<file path="src/rtl/xps_pkg.sv">
package xps_pkg;
  typedef enum logic [2:0] {
    ST_IDLE,
    ST_CLAIM,
    ST_SELECT,
    ST_RECAL,
    ST_POLL,
    ST_FREE
  } seq_st_t;
endpackage

</file>
<file path="src/rtl/xps_orient_sync.sv">
module xps_orient_sync #(
  parameter int STAGES = 2
) (
  input  logic clk,
  input  logic rst,
  input  logic orient_async,
  output logic orient_s,
  output logic orient_chg
);
  logic [STAGES-1:0] chain;
  logic              last;

  always_ff @(posedge clk) begin
    if (rst) begin
      chain      <= '0;
      last       <= 1'b0;
      orient_chg <= 1'b0;
    end else begin
      chain      <= {chain[STAGES-2:0], orient_async};
      last       <= chain[STAGES-1];
      orient_chg <= chain[STAGES-1] != last;
    end
  end

  assign orient_s = last;
endmodule

</file>
<file path="src/rtl/xps_bus_master.sv">
module xps_bus_master #(
  parameter int ADDR_W = 10,
  parameter int DATA_W = 32
) (
  input  logic              clk,
  input  logic              rst,
  input  logic              go,
  input  logic              go_rd,
  input  logic [ADDR_W-1:0] go_addr,
  input  logic [DATA_W-1:0] go_wdata,
  output logic [ADDR_W-1:0] cfg_addr,
  output logic              cfg_wr,
  output logic              cfg_rd,
  output logic [DATA_W-1:0] cfg_wdata,
  input  logic [DATA_W-1:0] cfg_rdata,
  input  logic              cfg_wait,
  output logic              ack,
  output logic [DATA_W-1:0] ack_rdata
);
  always_ff @(posedge clk) begin
    if (rst) begin
      cfg_addr  <= '0;
      cfg_wr    <= 1'b0;
      cfg_rd    <= 1'b0;
      cfg_wdata <= '0;
      ack       <= 1'b0;
      ack_rdata <= '0;
    end else begin
      ack <= 1'b0;
      if (cfg_wr || cfg_rd) begin
        if (!cfg_wait) begin
          cfg_wr    <= 1'b0;
          cfg_rd    <= 1'b0;
          ack       <= 1'b1;
          ack_rdata <= cfg_rdata;
        end
      end else if (go) begin
        cfg_addr  <= go_addr;
        cfg_wdata <= go_rd ? '0 : go_wdata;
        cfg_rd    <= go_rd;
        cfg_wr    <= !go_rd;
      end
    end
  end
endmodule

</file>
<file path="src/rtl/xps_seq_fsm.sv">
module xps_seq_fsm
  import xps_pkg::*;
#(
  parameter int          ADDR_W    = 10,
  parameter int          DATA_W    = 32,
  parameter int          TMO_W     = 8,
  parameter int          BUSY_BIT  = 0,
  parameter [ADDR_W-1:0] CTRL_OFS  = 10'h000,
  parameter [ADDR_W-1:0] PROF_OFS  = 10'h340,
  parameter [DATA_W-1:0] CLAIM_VAL = 32'h2,
  parameter [DATA_W-1:0] RECAL_VAL = 32'h6,
  parameter [DATA_W-1:0] FREE_VAL  = 32'h0
) (
  input  logic              clk,
  input  logic              rst,
  input  logic              orient_s,
  input  logic              orient_chg,
  input  logic [TMO_W-1:0]  timeout_limit,
  input  logic              ack,
  input  logic [DATA_W-1:0] ack_rdata,
  output logic              go,
  output logic              go_rd,
  output logic [ADDR_W-1:0] go_addr,
  output logic [DATA_W-1:0] go_wdata,
  output logic              busy,
  output logic              done,
  output logic              err,
  output logic              dp_reset,
  output logic              active_profile
);
  seq_st_t          state;
  logic             pend;
  logic             target;
  logic             tmo;
  logic [TMO_W-1:0] poll_cnt;
  logic [TMO_W:0]   next_cnt;

  assign next_cnt = {1'b0, poll_cnt} + 1'b1;

  always_ff @(posedge clk) begin
    if (rst) begin
      state          <= ST_IDLE;
      pend           <= 1'b0;
      target         <= 1'b0;
      tmo            <= 1'b0;
      poll_cnt       <= '0;
      go             <= 1'b0;
      go_rd          <= 1'b0;
      go_addr        <= '0;
      go_wdata       <= '0;
      busy           <= 1'b0;
      done           <= 1'b0;
      err            <= 1'b0;
      dp_reset       <= 1'b0;
      active_profile <= 1'b0;
    end else begin
      go   <= 1'b0;
      done <= 1'b0;
      if (orient_chg) pend <= 1'b1;
      unique case (state)
        ST_IDLE: if (pend) begin
          pend     <= orient_chg;
          target   <= orient_s;
          busy     <= 1'b1;
          dp_reset <= 1'b1;
          err      <= 1'b0;
          tmo      <= 1'b0;
          go       <= 1'b1;
          go_rd    <= 1'b0;
          go_addr  <= CTRL_OFS;
          go_wdata <= CLAIM_VAL;
          state    <= ST_CLAIM;
        end
        ST_CLAIM: if (ack) begin
          go       <= 1'b1;
          go_rd    <= 1'b0;
          go_addr  <= PROF_OFS;
          go_wdata <= {{(DATA_W-1){1'b0}}, target};
          state    <= ST_SELECT;
        end
        ST_SELECT: if (ack) begin
          go       <= 1'b1;
          go_rd    <= 1'b0;
          go_addr  <= CTRL_OFS;
          go_wdata <= RECAL_VAL;
          state    <= ST_RECAL;
        end
        ST_RECAL: if (ack) begin
          go       <= 1'b1;
          go_rd    <= 1'b1;
          go_addr  <= CTRL_OFS;
          poll_cnt <= '0;
          state    <= ST_POLL;
        end
        ST_POLL: if (ack) begin
          go      <= 1'b1;
          go_addr <= CTRL_OFS;
          if (!ack_rdata[BUSY_BIT]) begin
            go_rd    <= 1'b0;
            go_wdata <= FREE_VAL;
            state    <= ST_FREE;
          end else if (next_cnt >= {1'b0, timeout_limit}) begin
            tmo      <= 1'b1;
            go_rd    <= 1'b0;
            go_wdata <= FREE_VAL;
            state    <= ST_FREE;
          end else begin
            poll_cnt <= next_cnt[TMO_W-1:0];
            go_rd    <= 1'b1;
          end
        end
        ST_FREE: if (ack) begin
          done     <= 1'b1;
          busy     <= 1'b0;
          dp_reset <= 1'b0;
          err      <= tmo;
          if (!tmo) active_profile <= target;
          state    <= ST_IDLE;
        end
        default: state <= ST_IDLE;
      endcase
    end
  end
endmodule

</file>
<file path="src/rtl/xcvr_profile_seq.sv">
module xcvr_profile_seq #(
  parameter int ADDR_W      = 10,
  parameter int DATA_W      = 32,
  parameter int TMO_W       = 8,
  parameter int SYNC_STAGES = 2
) (
  input  logic              clk,
  input  logic              rst,
  input  logic              orient_async,
  input  logic [TMO_W-1:0]  timeout_limit,
  output logic [ADDR_W-1:0] cfg_addr,
  output logic              cfg_wr,
  output logic              cfg_rd,
  output logic [DATA_W-1:0] cfg_wdata,
  input  logic [DATA_W-1:0] cfg_rdata,
  input  logic              cfg_wait,
  output logic              busy,
  output logic              done,
  output logic              err,
  output logic              dp_reset,
  output logic              active_profile
);
  logic              orient_s, orient_chg;
  logic              go, go_rd, ack;
  logic [ADDR_W-1:0] go_addr;
  logic [DATA_W-1:0] go_wdata, ack_rdata;

  xps_orient_sync #(.STAGES(SYNC_STAGES)) u_sync (
    .clk(clk), .rst(rst), .orient_async(orient_async),
    .orient_s(orient_s), .orient_chg(orient_chg)
  );

  xps_seq_fsm #(.ADDR_W(ADDR_W), .DATA_W(DATA_W), .TMO_W(TMO_W)) u_fsm (
    .clk(clk), .rst(rst), .orient_s(orient_s), .orient_chg(orient_chg),
    .timeout_limit(timeout_limit), .ack(ack), .ack_rdata(ack_rdata),
    .go(go), .go_rd(go_rd), .go_addr(go_addr), .go_wdata(go_wdata),
    .busy(busy), .done(done), .err(err), .dp_reset(dp_reset),
    .active_profile(active_profile)
  );

  xps_bus_master #(.ADDR_W(ADDR_W), .DATA_W(DATA_W)) u_bus (
    .clk(clk), .rst(rst), .go(go), .go_rd(go_rd), .go_addr(go_addr),
    .go_wdata(go_wdata), .cfg_addr(cfg_addr), .cfg_wr(cfg_wr),
    .cfg_rd(cfg_rd), .cfg_wdata(cfg_wdata), .cfg_rdata(cfg_rdata),
    .cfg_wait(cfg_wait), .ack(ack), .ack_rdata(ack_rdata)
  );
endmodule

</file>
<file path="config.mk">
export PLATFORM = sky130hd
export DESIGN_NAME = xcvr_profile_seq
export DESIGN_NICKNAME = d
export VERILOG_FILES = /design/src/rtl/xps_pkg.sv /design/src/rtl/xps_orient_sync.sv /design/src/rtl/xps_bus_master.sv /design/src/rtl/xps_seq_fsm.sv /design/src/rtl/xcvr_profile_seq.sv
export SDC_FILE = /design/constraint.sdc
export NUM_CORES = 1
export LEC_CHECK = 0
export ABC_CLOCK_PERIOD_IN_PS = 4200
export BUFFER_PORTS_ARGS = -buffer_cell sky130_fd_sc_hd__buf_2
export CORE_MARGIN = 10
export CORE_UTILIZATION = 51
export CTS_CLUSTER_DIAMETER = 80
export DETAILED_ROUTE_END_ITERATION = 10
export HOLD_SLACK_MARGIN = 0.02
export PLACE_DENSITY = 0.95
export SKIP_LAST_GASP = 1
export SYNTH_ARGS = -nofsm -noshare
export SYNTH_HDL_FRONTEND = slang
export SYNTH_SLANG_ARGS = --single-unit
</file>
<file path="constraint.sdc">
create_clock -name clk -period 4.2 [get_ports clk]
set_input_delay 0.84 -clock clk [delete_from_list [all_inputs] [get_ports clk]]
set_output_delay 0.84 -clock clk [all_outputs]
set_load 0.01 [all_outputs]
</file>
==> metrics.md <==
| Metric | Value |
|---|---|
| Worst EP arrival | `3200 ps` |
| Max_cap viols | `0` |
| CTS tree | `yes` |
| Clock Latency Late Sink | `290 ps` |
| Max-slew violations | `0` |
| Die footprint | `7050 um2` |
| Top cell type's share of synthesized area | `34.5%` |
| Reg2reg path depth | `10` |
| TNS Setup | `0 ps` |
| Total track usage | `11.2%` |
| Crit Path Class | `flip-flop to flip-flop` |
| Hold worst-path end | `u_sync.chain[1]` |
| Synth cell types | `47` |
| Top cells by area, synth | `dfxtp_1, buf_4, ha_1` |
| # resized after CTS | `0` |
| Cell-internal power | `0.513 mW` |
| Clk slew on worst S/H paths | `70 ps` |
| CP Capture Type | `flip-flop` |
| Fillers | `385` |
| Post-CTS Setup Inserts | `0` |
| DR iter-0 viols | `81` |
| Antenna violations before repair | `0` |
| CP required | `4440 ps` |
| Port Buf Inserts | `25` |
| First-pass GRT wire length | `6710 um` |
| Combinational share of power | `11.6%` |
| Die H | `84.0 um` |
| Mean post-synth cell area | `8.49 um2` |
| IO Pins | `93` |
| Vias/cell | `5.01` |
| Hold Path Depth | `1` |
| Crit Path Max Fanout | `7` |
| Sw Pwr | `0.197 mW` |
| Hpwl dp | `2980 um` |
| Sequential area share after synthesis | `34.5%` |
| Final Hold Fails | `0` |
| Final Wtd Congestion | `0.797` |
| Multi-input gate area | `1120 um2` |
| Synth Instances | `246` |
| Antenna Violating Nets Remaining | `0` |
| Clock Sinks | `36` |
| Period utilization | `70.6%` |
| Reg2reg end | `u_fsm.poll_cnt[0]` |
| Routed wire length | `3940 um` |
| Final min period | `2970 ps` |
| Diode count | `0` |
| Critical R2R Launch | `u_fsm.poll_cnt[0]` |
| Yosys reg bits | `36` |
| Residual DRC | `0` |
| Synthesized area | `2090 um2` |
| Synth area leader | `dfxtp_1` |
| Layout cells sized above 1 | `15.4%` |
| Avg WL per Cell | `12.5 um` |
| Clk_skew | `2.76 ps` |
| Die width | `84.0 um` |
| Vias | `1583` |
| Clk buf depth | `2` |
| Nature of the critical path startpoint | `flip-flop` |
| Initial Utilization | `52.6%` |
| Post-synth top cells | `buf_4, dfxtp_1, nor2_1, nand2_1` |
| Core ar. | `3970 um2` |
| Clock group share of total power | `36.3%` |
| Vias in the first global route | `1499` |
| Minimum setup slack among reg-to-reg paths | `1230 ps` |
| Total CTS buffers | `5` |
| 1st-pass router iterations | `4` |
| Sw frac | `27.8%` |
| HP Start | `u_sync.chain[0]` |
| Global route overflow | `0` |
| Peak VDD IR | `215 uV` |
| Pin count of the biggest net entering global routing | `34` |
| Status | `finished, final reports clean` |
| Sequential share of power | `52.1%` |
| Predominant post-synthesis flop cell | `dfxtp_1` |
| Post-synth EDFFs | `0` |
| Finish-stage setup viols | `0` |
| NumNets Final | `318` |
| Post-CTS Hold Buffers | `0` |
| Max-slew headroom | `59.8%` |
| Worst-margin pin slew | `599 ps` |
| Final core occ | `54.5%` |
| Leakage | `0.982 nW` |
| Ys async rst share | `0%` |
| Most common cell in the netlist | `buf_4` |
| Row cnt | `23` |
| Pwr Density | `328 nW/um2` |
| Clock Tree Root | `clkbuf_8` |
| CTS H-tree lvls | `2` |
| Yosys warns | `0` |
| Unrepaired setup endpoints after global routing | `false` |
| Hold WC Path Type | `flip-flop to flip-flop` |
| Seq. cell area | `721 um2` |
| FMAX | `337 MHz` |
| Area Growth Syn to Fin | `3.59%` |
-- critical path, stage by stage, from the launching register on --
cell	delay, ps
dfxtp_1	400
ha_1	250
nand3_1	180
or3_1	410
nand2_1	90
ha_1	240
a21o_1	190
a2111oi_4	430
nand3_1	240
nor2_2	290
mux2_2	210
-- stage by stage --
step	hold WS (ps)	power [mW]	setup slack, ps	instance area [um2]	cells
floorplan	414	0.464	1490	2220	281
global placement	416	0.452	1300	2070	308
detailed placement	443	0.456	1230	2070	308
CTS	457	0.713	1220	2160	316
global route	464	0.745	983	2160	316
finish	457	0.710	1230	2160	316
-- registers in the layout, summed over array words and instances, names as in the netlist, 2 cells and up --
| signal | cells |
|---|---|
| u_fsm.state | 3 |
| u_sync.chain | 2 |
| u_fsm.poll_cnt | 8 |
| u_bus.cfg_wdata | 3 |
| u_fsm.go_wdata | 3 |
-- power groups by stage --
| stage | Clock [mW] | Sequential, mW | Combinational [mW] |
|---|---|---|---|
| 2_1_floorplan | 0 | 0.366 | 0.0982 |
| 3_3_place_gp | 0 | 0.376 | 0.0754 |
| 3_5_place_dp | 0 | 0.377 | 0.0783 |
| 4_1_cts | 0.263 | 0.369 | 0.0805 |
| 5_1_grt | 0.280 | 0.371 | 0.0934 |
| 6_report | 0.258 | 0.370 | 0.0820 |
-- final cells by class --
class	instances	share of cell area [%]
Sequential cell	36	33.3
Clock buffer	7	3.99
Inverter	11	1.91
Tap cell	50	2.89
Multi-Input combinational cell	186	51.8
Clock inverter	1	0.347
Timing Repair Buffer	25	5.78
-- cells by family (layout without fill, tap and decap cells) --
| kind of cell | after synthesis | count (layout) | share of synthesized area [%] |
|---|---|---|---|
| AOI/OAI and AO/OA | 44 | 44 | 15.5 |
| xor gates and xnor gates | 8 | 8 | 3.36 |
| adders and majority gates | 9 | 9 | 5.39 |
| buffers and inverters | 59 | 44 | 18.2 |
| DFF | 36 | 36 | 34.5 |
| muxes | 6 | 6 | 2.94 |
| other | 1 | 36 | 0.180 |
| and+or+nand+nor | 83 | 83 | 20.0 |
-- layer usage --
metal / share of wire [%] / track usage [%] / wire [um] / vias to the layer above
li1: - / - / - / 802
met1: 42 / 11.9 / 1650 / 719
met2: 48 / 18.5 / 1880 / 55
met3: 9.0 / 5.66 / 356 / 7
met4: 1.2 / 4.11 / 48 / 0
met5: 0 / 0 / 0 / -
-- layout by cell type, fill, tap and decap left out, types with 7 or more instances in the layout --
master	instances
conb_1	36
o21ai_0	7
dfxtp_1	36
nor2_1	22
ha_1	9
a21oi_1	11
buf_2	25
nand2_1	20
nand3_1	10
inv_1	11
-- worst max path at each step --
stage                      start                 to  slack (ps)  depth (start not counted)
6_report       u_fsm.poll_cnt[0]  u_fsm.poll_cnt[0]        1230                         10
5_1_grt        u_fsm.poll_cnt[0]  u_fsm.poll_cnt[5]         980                         10
4_1_cts        u_fsm.poll_cnt[0]  u_fsm.poll_cnt[0]        1220                         10
3_5_place_dp   u_fsm.poll_cnt[0]  u_fsm.poll_cnt[0]        1230                         10
3_3_place_gp   u_fsm.poll_cnt[0]  u_fsm.poll_cnt[0]        1300                         10
2_1_floorplan  u_fsm.poll_cnt[0]  u_fsm.poll_cnt[2]        1490                         10
Note: power is estimated with default switching activity, not from simulation.
